## config.mk

```make
export PLATFORM = sky130hd
export DESIGN_NAME = intx_msg_gen
export DESIGN_NICKNAME = d
export VERILOG_FILES = /design/src/rtl/intx_pkg.sv /design/src/rtl/intx_pick.sv /design/src/rtl/intx_hdr_fmt.sv /design/src/rtl/intx_msg_gen.sv
export SDC_FILE = /design/constraint.sdc
export NUM_CORES = 1
export LEC_CHECK = 0
export BUFFER_PORTS_ARGS = -buffer_cell sky130_fd_sc_hd__buf_2
export CAP_MARGIN = 20
export CORE_ASPECT_RATIO = 0.9
export CORE_UTILIZATION = 57
export CTS_CLUSTER_DIAMETER = 100
export CTS_CLUSTER_SIZE = 10
export DETAILED_ROUTE_END_ITERATION = 12
export PLACE_DENSITY = 0.83
export SLEW_MARGIN = 5
export SYNTH_ARGS = -nofsm -noshare
export SYNTH_HDL_FRONTEND = slang
export SYNTH_HIERARCHICAL = 1
export SYNTH_SLANG_ARGS = --single-unit
```

## constraint.sdc

```tcl
create_clock -name clk -period 2.3 [get_ports clk]
set_input_delay 0.345 -clock clk [delete_from_list [all_inputs] [get_ports clk]]
set_output_delay 0.345 -clock clk [all_outputs]
set_load 0.005 [all_outputs]
```

## src/rtl/intx_pkg.sv

```systemverilog
package intx_pkg;
    localparam int RID_W  = 16;
    localparam int TAG_W  = 8;
    localparam int CODE_W = 8;
    localparam int HDR_W  = 128;

    localparam logic [CODE_W-1:0] CODE_ASSERT_BASE   = 8'h20;
    localparam logic [CODE_W-1:0] CODE_DEASSERT_BASE = 8'h24;
    localparam logic [2:0]        FMT_4DW_NODATA     = 3'b001;
    localparam logic [4:0]        TYPE_MSG_LOCAL     = 5'b10100;

    typedef logic [HDR_W-1:0] hdr_t;

    function automatic logic [31:0] dw0_word();
        logic [31:0] w;
        w        = '0;
        w[31:29] = FMT_4DW_NODATA;
        w[28:24] = TYPE_MSG_LOCAL;
        w[22:20] = 3'b000;   // traffic class
        w[13:12] = 2'b00;    // attributes
        w[9:0]   = '0;       // length
        return w;
    endfunction
endpackage

```

## src/rtl/intx_pick.sv

```systemverilog
module intx_pick #(
    parameter int N = 4,
    localparam int IW = (N > 1) ? $clog2(N) : 1
) (
    input  logic [N-1:0]  req,
    output logic          found,
    output logic [IW-1:0] idx
);
    always_comb begin
        found = 1'b0;
        idx   = '0;
        for (int i = N - 1; i >= 0; i--) begin
            if (req[i]) begin
                found = 1'b1;
                idx   = IW'(i);
            end
        end
    end
endmodule

```

## src/rtl/intx_hdr_fmt.sv

```systemverilog
module intx_hdr_fmt
    import intx_pkg::*;
#(
    parameter int N = 4,
    localparam int IW = (N > 1) ? $clog2(N) : 1
) (
    input  logic [IW-1:0]    wire_idx,
    input  logic             is_assert,
    input  logic [RID_W-1:0] rid,
    input  logic [TAG_W-1:0] tag,
    output hdr_t             hdr
);
    logic [CODE_W-1:0] code;

    always_comb begin
        code = (is_assert ? CODE_ASSERT_BASE : CODE_DEASSERT_BASE) + CODE_W'(wire_idx);
        hdr  = {dw0_word(), rid, tag, code, 64'h0};
    end
endmodule

```

## src/rtl/intx_msg_gen.sv

```systemverilog
module intx_msg_gen
    import intx_pkg::*;
#(
    parameter int NUM_WIRES = 4
) (
    input  logic                 clk,
    input  logic                 rst_n,
    input  logic [NUM_WIRES-1:0] irq_in,
    input  logic [NUM_WIRES-1:0] irq_dis,
    input  logic [RID_W-1:0]     req_id,
    input  logic [TAG_W-1:0]     msg_tag,
    output logic                 msg_valid,
    input  logic                 msg_ready,
    output logic [HDR_W-1:0]     msg_hdr
);
    localparam int IW = (NUM_WIRES > 1) ? $clog2(NUM_WIRES) : 1;

    typedef struct packed {
        logic [NUM_WIRES-1:0] sig;
        logic                 valid;
        hdr_t                 hdr;
    } state_t;

    state_t               st_d, st_q;
    logic [NUM_WIRES-1:0] level, pend;
    logic                 found;
    logic [IW-1:0]        sel;
    hdr_t                 new_hdr;

    assign level = irq_in & ~irq_dis;
    assign pend  = level ^ st_q.sig;

    intx_pick #(.N(NUM_WIRES)) i_pick (
        .req   (pend),
        .found (found),
        .idx   (sel)
    );

    intx_hdr_fmt #(.N(NUM_WIRES)) i_fmt (
        .wire_idx  (sel),
        .is_assert (level[sel]),
        .rid       (req_id),
        .tag       (msg_tag),
        .hdr       (new_hdr)
    );

    always_comb begin
        st_d = st_q;
        if (st_q.valid && msg_ready) begin
            st_d.valid = 1'b0;
        end
        if ((!st_q.valid || msg_ready) && found) begin
            st_d.valid    = 1'b1;
            st_d.hdr      = new_hdr;
            st_d.sig[sel] = level[sel];
        end
    end

    always_ff @(posedge clk or negedge rst_n) begin
        if (!rst_n) begin
            st_q <= '0;
        end else begin
            st_q <= st_d;
        end
    end

    assign msg_valid = st_q.valid;
    assign msg_hdr   = st_q.hdr;
endmodule

```

==> results of run 1 <==
## worst min path at each step
stage	startpoint	end	slack, ns	cells after the start
finish	req_id[10]	msg_hdr[90]	0.15	2
global route	req_id[10]	msg_hdr[90]	0.14	2
CTS	req_id[10]	msg_hdr[90]	0.14	2
detailed placement	rst_n	msg_hdr[87]	0.16	1
global placement	rst_n	msg_hdr[87]	0.16	1
floorplan	rst_n	msg_hdr[0]	0.05	0
## per-layer routing
metal | vias to the layer above | GRT usage | wire (um)
met2 | 115 | 0.263 | 5040
met1 | 1645 | 0.195 | 4380
met4 | 0 | 0.0707 | 144
li1 | 1521 | - | -
met3 | 12 | 0.0537 | 690
met5 | - | 0 | 0
## cells by family after synthesis
group	synth area share
AND/OR/NAND/NOR	0.0143
other	0.00101
flip-flops	0.447
XOR/XNOR	0.00470
buffers and inverters	0.279
AO/OA/AOI/OAI	0.00118
multiplexers	0.253
## area by class of cell
type,count,share of cell area
multi-input combinational,256,0.321
timing repair buffer,171,0.127
sequential,133,0.441
clock buffer,24,0.0638
clock inverter,8,0.0194
inverter,2,0.000994
tap,164,0.0272
## sequential cells by signal, summed over array words and instances (netlist names)
register and flops:
msg_hdr 128, msg_valid 1, st_q 4
## cells in the final DEF (no fill, tap or decap)
master,count
clkbuf_16,17
clkbuf_8,3
nand4b_1,2
xor2_1,4
nand2b_4,1
mux2_4,100
inv_1,2
nor3_1,1
nand2_8,1
clkinv_2,2
mux2_2,29
mux4_2,1
clkinvlp_4,1
dlygate4sd3_1,1
nand3_1,1
mux2_1,3
buf_12,6
bufinv_16,4
buf_4,2
nor2b_1,4
nand2_1,1
nor2_1,3
clkinv_4,1
nand2b_1,2
nand4_1,1
a21oi_2,1
conb_1,101
buf_2,162
clkbuf_1,4
dfrtp_1,133
## where the power goes
group / switching [mW] / internal [mW] / leakage, nW
sequential: 0.665 / 3.50 / 1.55
clock: 0.949 / 1.90 / 0.304
combinational: 1.54 / 2.59 / 2.08
## synthesized netlist by cell type, drive strengths merged
library cell,number,area [um2]
mux4,1,22.5
nor2b,4,25.0
inv,2,7.51
buf,269,2070
a21oi,1,8.76
nand3,1,5.00
conb,2,7.51
nor2,3,11.3
nand2,2,10.0
xor2,4,35.0
nand2b,3,26.3
nand4,1,6.26
nor3,1,5.00
dfrtp,133,3330
mux2,132,1860
nand4b,2,17.5
## worst register-to-register path: cells and delay by family, from the launching register on
kind,cells,cell delay (ns)
AND/OR/NAND/NOR,3,0.63
flip-flops,1,0.39
multiplexers,1,0.38
buffers and inverters,1,0.25
XOR/XNOR,1,0.18
## per-stage QoR
| step | instances | power (mW) | hold WS, ns | worst slack [ns] |
|---|---|---|---|---|
| detailed placement | 725 | 8.38 | 0.160 | 0.103 |
| floorplan | 660 | 8.46 | 0.0494 | 0.308 |
| global route | 758 | 11.8 | 0.139 | 0.267 |
| CTS | 758 | 11.3 | 0.136 | 0.348 |
| finish | 758 | 11.2 | 0.155 | 0.355 |
| global placement | 725 | 8.15 | 0.160 | 0.205 |
==> out/qor.yml, run 1 <==
synth:
  synth_cells: 561
  syn_avg_cell_area_um2: 13.3
  ys_warn_count: 6
  syn_area_mm2: 0.00745
  synth.distinct_cells: 21
  ys_seq_elements: 133
  seq_area_frac_synth: 0.447
critical_path:
  rr_worst_depth: 6
  cp_cell_sequence: "xor2_1 -> nor2_1 -> nand2_1 -> nand2_8 -> buf_12 -> mux2_2"
  crit_end: "msg_hdr[94]"
  end_kind: "flop"
  r2r-start: "st_q[131]"
  r2r_end: "msg_hdr[94]"
  crit_fanout: 32
  r2r_slack_ns: 0.35
  arrival_ns: 2.23
  crit_path_max_incr_delay_ns: 0.39
  path_class: "reg2reg"
  cp_num_buf_inv: 1
  start_kind: "flop"
  crit_family: "simple AND/OR/NAND/NOR gates"
  critPathRequiredTime_ns: 2.59
  critPathSlowestCell: "dfrtp_1"
  path_depth: 6
  cp-startpoint: "st_q[131]"
floorplanning:
  die_h_um: 110
  fp.coreArea_mm2: 0.0127
  die_area_mm2: 0.0135
  initial_core_util: 0.585
  die_x_um: 123
  num_rows: 39
  ios: 164
global_route:
  grt_first_pass_wirelength_um: 16800
  grt_max_degree: 68
  grt_pass1_vias: 3459
  grt_overflow: 0
  antenna_found_initial: 0
  grt.total_usage: 0.163
clocking:
  cts_sinks: 133
  cts_buffer_depth: 2
  postCtsSetupBuffers: 0
  htree_levels: 4
  root_buffer: "clkbuf_16"
  post_cts_resized: 0
  clock_latency_ns: 0.40
  cts_tree: "built"
  clkTransAtPathRegs_ns: 0.05
  hold_buffers: 1
  numCtsBuffers: 17
run:
  cap_violations: 0
cells_and_area:
  multi_input_area_mm2: 0.00243
  ff_latch_area_mm2: 0.00333
  fillers: 967
  area_growth_pct: 1.38
  fin_nets: 616
  diodes: 0
  final_util: 0.593
  final_area_mm2: 0.00755
  drive_above_1_share: 0.557
placement:
  io_buffers: 163
  dpl_cell_area_mm2: 0.00691
  dp_hpwl_um: 7360
  gp_congestion: 0.750
sta:
  clock_skew_ns: 0.00764
  setup_violations: 0
  tns_ns: 0
  period_needed_ns: 1.95
  rsz0062_at_grt: "no"
  fmax_ghz: 0.514
  finalCritPeriodShare: 0.846
  hold_viol_final: 0
  slew_violations: 0
detailed_routing:
  wl_per_cell_um: 13.5
  via_count: 3293
  viasPerCell: 4.34
  post-route-drc-count: 0
  ant_nets: 0
  routed_wl_um: 10300
  dr.pass1.iters: 5
  drtIter0Drc: 128
power:
  p_per_area_mw_per_mm2: 1480
  vdd_drop_max_mv: 0.715
  p_leak_nw: 3.94
run_status:
  status: "finished clean"
worst_hold_path:
  holdCritPathClass: "in2reg"
Note: power is estimated with default switching activity, not from simulation.
==> run 2, diff against run 1 <==
- clock period: 2.3 -> 2 ns (I/O delays scaled with it)
==> run 2 against run 1 <==
Effect of this change: final area shrank 0.53%; clock power increased by 6%; via count is 0.46% lower; setup slack lost 0.20 ns; sequential share of layout area up 0.23 points; sequential cell count stayed put; hold slack got worse by 0.040 ns; utilization decreased by 0.31 points; largest cell class unchanged; largest power group unchanged.
==> out/qor.yml, run 2 (synthesis gave the netlist of run 1 again) <==
detailed_routing:
  viasPerCell: 4.31
  wl_per_cell_um: 13.8
  routed_wl_um: 10500
  ant_nets: 0
  drtIter0Drc: 141
  via_count: 3278
  post-route-drc-count: 0
  dr.pass1.iters: 5
cells_and_area:
  final_common_cell: "buf_2"
  fillers: 1010
  drive_above_1_share: 0.563
  diodes: 0
  largest_register_ffs: 128
  fin_nets: 619
  area_growth_pct: 0.840
  layout_common_cells: "buf_2 (162), dfrtp_1 (133), conb_1 (101)"
  final_cells: 761
power:
  vdd_drop_max_mv: 1.02
  p_leak_nw: 3.92
  p_per_area_mw_per_mm2: 1670
sta:
  fmax_ghz: 0.542
  clock_skew_ns: 0.0131
  period_needed_ns: 1.85
  rsz0062_at_grt: "no"
  tns_ns: 0
  slew_violations: 0
  finalCritPeriodShare: 0.923
  setup_violations: 0
  hold_viol_final: 0
critical_path:
  end_kind: "flop"
  start_kind: "flop"
  crit_fanout: 42
  cp_num_buf_inv: 1
  cp_cell_sequence: "xor2_1 -> nor2_1 -> nand2_1 -> nand2_8 -> buf_12 -> mux2_4"
  critPathRequiredTime_ns: 2.29
  crit_path_max_incr_delay_ns: 0.38
  critPathSlowestCell: "dfrtp_1"
  crit_family: "simple AND/OR/NAND/NOR gates"
  path_class: "reg2reg"
  arrival_ns: 2.14
global_route:
  grt_first_pass_wirelength_um: 17300
  grt_overflow: 0
  antenna_found_initial: 0
  grt_pass1_vias: 3549
  grt_max_degree: 55
  grt.total_usage: 0.169
floorplanning:
  die_area_mm2: 0.0135
  fp.coreArea_mm2: 0.0127
  initial_core_util: 0.585
  ios: 164
  die_h_um: 110
  num_rows: 39
  die_x_um: 123
clocking:
  postCtsSetupBuffers: 0
  clock_latency_ns: 0.41
  clkTransAtPathRegs_ns: 0.06
  cts_tree: "built"
  cts_sinks: 133
  cts_buffer_depth: 2
  hold_buffers: 1
  post_cts_resized: 0
  root_buffer: "clkbuf_16"
  htree_levels: 4
  numCtsBuffers: 17
run:
  cap_violations: 0
worst_hold_path:
  holdCritPathClass: "in2reg"
placement:
  dp_hpwl_um: 7250
  dp.cells: 728
  io_buffers: 163
  gp_congestion: 0.757
run_status:
  status: "finished clean"
run 2: cell types whose count changed in the layout (fill, tap and decap cells not counted), sizes merged:
cell      before  now
clkbuf        24   20
bufinv         4    2
clkinv         3    6
clkinvlp       1    4
buf          170  173
run 2: final timing paths:
kind / from / endpoint / slack (ns) / depth (start not counted)
min reg2reg: msg_hdr[90] / msg_hdr[90] / 0.49 / 1
max: st_q[131] / msg_hdr[77] / 0.15 / 6
max in group asynchronous: rst_n / msg_hdr[17] / 1.02 / 3
min: req_id[10] / msg_hdr[90] / 0.11 / 2
min in group asynchronous: rst_n / msg_hdr[80] / 0.37 / 2
max reg2reg: st_q[131] / msg_hdr[77] / 0.15 / 6
run 2: cell type report:
type | instances | area [um2] | area share
tap | 164 | 205 | 0.0273
multi-input combinational | 256 | 2430 | 0.323
inverter | 2 | 7.51 | 0.000999
clock inverter | 12 | 131 | 0.0175
sequential | 133 | 3330 | 0.443
timing repair buffer | 174 | 966 | 0.129
clock buffer | 20 | 447 | 0.0595
run 2: stage by stage:
| stage | instance area (um2) | power (mW) | utilization | hold WS [ns] | worst slack, ns |
|---|---|---|---|---|---|
| after floorplan | 7820 | 9.72 | - | 0.00441 | 0.0528 |
| after global placement | 6920 | 9.38 | 0.544 | 0.262 | 0.0333 |
| after detailed placement | 6920 | 9.63 | 0.544 | 0.261 | -0.0934 |
| after CTS | 7510 | 12.7 | 0.590 | 0.0878 | 0.153 |
| after global routing | 7510 | 13.4 | 0.590 | 0.0936 | 0.0154 |
| final | 7510 | 12.6 | 0.590 | 0.114 | 0.155 |
run 2: routing by layer:
layer  part of all wire  wire (um)  track usage
met1               0.44       4590        0.206
met2               0.49       5130        0.269
met3              0.064        677       0.0558
met4              0.012        127       0.0813
met5                  0          0            0
run 2: where the power goes:
group	switching, mW	total, mW	internal [mW]
logic	1.78	4.77	2.99
clock network	1.14	3.01	1.86
registers	0.769	4.80	4.03
==> run 3, diff against run 2 <==
- ABC_AREA: default -> 1
- PLACE_DENSITY: 0.83 -> 0.84
==> run 3 against run 2 <==
Effect of this change: sequential share of layout area grew 2.0 points; non-clock buffer count shrank 1; area after synthesis down 3.5%; clock power up 6%; clock skew is 0.0064 ns lower; wire length grew 6.2%; cell count increased by 37%; sequential cell count is the same; critical path type unchanged; hold slack worse by 0.025 ns.
==> out/qor.yml, run 3 <==
run_status:
  status: "finished clean"
synth:
  synthTopCellsByArea: "dfrtp_1 (46%), buf_4 (27%), nand2_1 (21%)"
  synth_edf_count: 0
  yosysTopAreaCell: "dfrtp_1"
  syn_avg_cell_area_um2: 8.37
  synth.distinct_cells: 17
  synth_cells: 859
  synth_top_cell_area_share: 0.463
  synth-main-ff-cell: "dfrtp_1"
  synth_commonest_cells: "nand2_1 (406), buf_4 (256), dfrtp_1 (133), buf_6 (15), buf_2 (12)"
  syn_area_mm2: 0.00719
  async_reset_ff_frac: 1.00
  seq_area_frac_synth: 0.463
  ys_warn_count: 6
  ys_seq_elements: 133
  yosysMostFrequentCell: "nand2_1"
power:
  vdd_drop_max_mv: 0.964
  p_per_area_mw_per_mm2: 1740
  p_leak_nw: 4.26
sta:
  holdWs_ns: 0.0890
  rsz0062_at_grt: "no"
  period_needed_ns: 1.81
  finalCritPeriodShare: 0.906
  setup_violations: 0
  clock_skew_ns: 0.00666
  fmax_ghz: 0.552
  slew_violations: 0
  hold_viol_final: 0
  tns_ns: 0
critical_path:
  cp_common_cell: "nand2_1"
  arrival_ns: 2.11
  path_class: "reg2reg"
  crit_fanout: 5
  cp_cell_sequence: "xnor2_1 -> nor2_1 -> nor3_1 -> nand2_1 -> nor2_1 -> nor2_1 -> nand2_1 -> inv_1 -> nand2_1 -> nand2_1"
  start_kind: "flop"
  crit_family: "simple AND/OR/NAND/NOR gates"
  critPathSlowestCell: "dfrtp_1"
  r2r_slack_ns: 0.19
  end_kind: "flop"
  cp_num_buf_inv: 1
  critPathRequiredTime_ns: 2.30
  crit_path_max_incr_delay_ns: 0.38
global_route:
  met3_usage: 0.0522
  grt.total_usage: 0.185
  grt_max_degree: 73
  gr-usage-met1: 0.233
  antenna_found_initial: 0
  grt-busiest-layer: "met2"
  grt_first_pass_wirelength_um: 18800
  use_met2: 0.302
  grt_pass1_vias: 4041
  grt_overflow: 0
clocking:
  postCtsSetupBuffers: 0
  numCtsBuffers: 17
  root_buffer: "clkbuf_16"
  htree_levels: 4
  clock_latency_ns: 0.40
  cts_sinks: 133
  clkTransAtPathRegs_ns: 0.06
  cts_buffer_depth: 2
  cts_tree: "built"
cells_and_area:
  area_growth_pct: -0.0347
  multi_input_area_mm2: 0.00203
  fin_nets: 901
  ff_latch_area_mm2: 0.00333
  diodes: 0
  drive_above_1_share: 0.237
  largest_register_ffs: 128
  fillers: 1054
  layout_common_cells: "nand2_1 (406), buf_2 (162), dfrtp_1 (133)"
  final_common_cell: "nand2_1"
detailed_routing:
  routed_wl_um: 11200
  drtIter0Drc: 285
  via_count: 4280
  dr.pass1.iters: 5
  wl_per_cell_um: 10.8
  post-route-drc-count: 0
  ant_nets: 0
  viasPerCell: 4.12
placement:
  dp_hpwl_um: 7300
  io_buffers: 163
  gp_congestion: 0.790
floorplanning:
  ios: 164
  die_x_um: 120
  num_rows: 38
  die_h_um: 109
  initial_core_util: 0.591
  fp.coreArea_mm2: 0.0122
  die_area_mm2: 0.0131
worst_hold_path:
  holdCritPathClass: "in2reg"
run:
  cap_violations: 0
==> run 3: cell count changes in the layout (fill, tap and decap cells not counted), sizes merged, moves of 4 or more <==
cell   previous run  this run
inv               2        13
mux2            132         0
nand2             2       408
nor2              3         9
nor2b             4         0
o21ai             0         4
xnor2             0         4
xor2              4         0
==> run 3: logic make-up (layout without fill, tap and decap cells) <==
kind of cell           after synthesis  in the layout  synth area share
XOR/XNOR                             4              4           0.00487
AO/OA/AOI/OAI                        5              5           0.00400
AND/OR/NAND/NOR                    420            420             0.220
buffers and inverters              295            216             0.307
flip-flops                         133            133             0.463
other                                2            101           0.00104
==> run 3: worst min-delay path, cell delays in order <==
cell and delay (ns):
buf_2 0.07, nand2_1 0.04, nand2_1 0.04
==> run 3: layer usage <==
metal	up-vias	wire [um]	share of wire
met5	-	0	0
met4	0	208	0.019
met3	18	592	0.053
met2	115	5210	0.47
met1	1917	5170	0.46
li1	2230	-	-
==> run 3: final cells by class <==
type	instances	area share
flip-flops and latches	133	0.463
multi-input cells	530	0.283
clock inverters	14	0.0244
clock buffers	18	0.0611
inverters	11	0.00592
repair buffers	173	0.135
well taps	160	0.0278
==> run 3: repair_timing <==
action                    CTS  global route
hold buffers                1             0
gates resized for setup     0             0
hold endpoints to repair   11             0
==> run 3: power by group <==
group          internal [mW]  total [mW]  switching (mW)
clock                   2.01        3.19            1.18
sequential              4.04        4.78           0.736
combinational           1.86        4.52            2.66
==> run 3: worst paths after layout <==
path / from / end / cells after the start
worst min register to register: msg_hdr[55] / msg_hdr[55] / 2
worst max register to register: st_q[132] / msg_hdr[66] / 10
max in group asynchronous: rst_n / msg_hdr[13] / 3
worst min-delay path: msg_tag[0] / msg_hdr[72] / 3
min in group asynchronous: rst_n / msg_hdr[49] / 2
worst max-delay path: st_q[132] / msg_hdr[66] / 10
==> run 3: metrics by stage <==
stage | power (mW) | utilization | instance area [um2] | setup WS (ns) | cells
2_1_floorplan | 9.46 | - | 7560 | 0.455 | 958
3_3_place_gp | 9.19 | 0.539 | 6570 | 0.210 | 1006
3_5_place_dp | 9.36 | 0.539 | 6570 | 0.110 | 1006
4_1_cts | 12.6 | 0.591 | 7190 | 0.206 | 1039
5_1_grt | 13.5 | 0.591 | 7190 | 0.0254 | 1039
6_report | 12.5 | 0.591 | 7190 | 0.189 | 1039
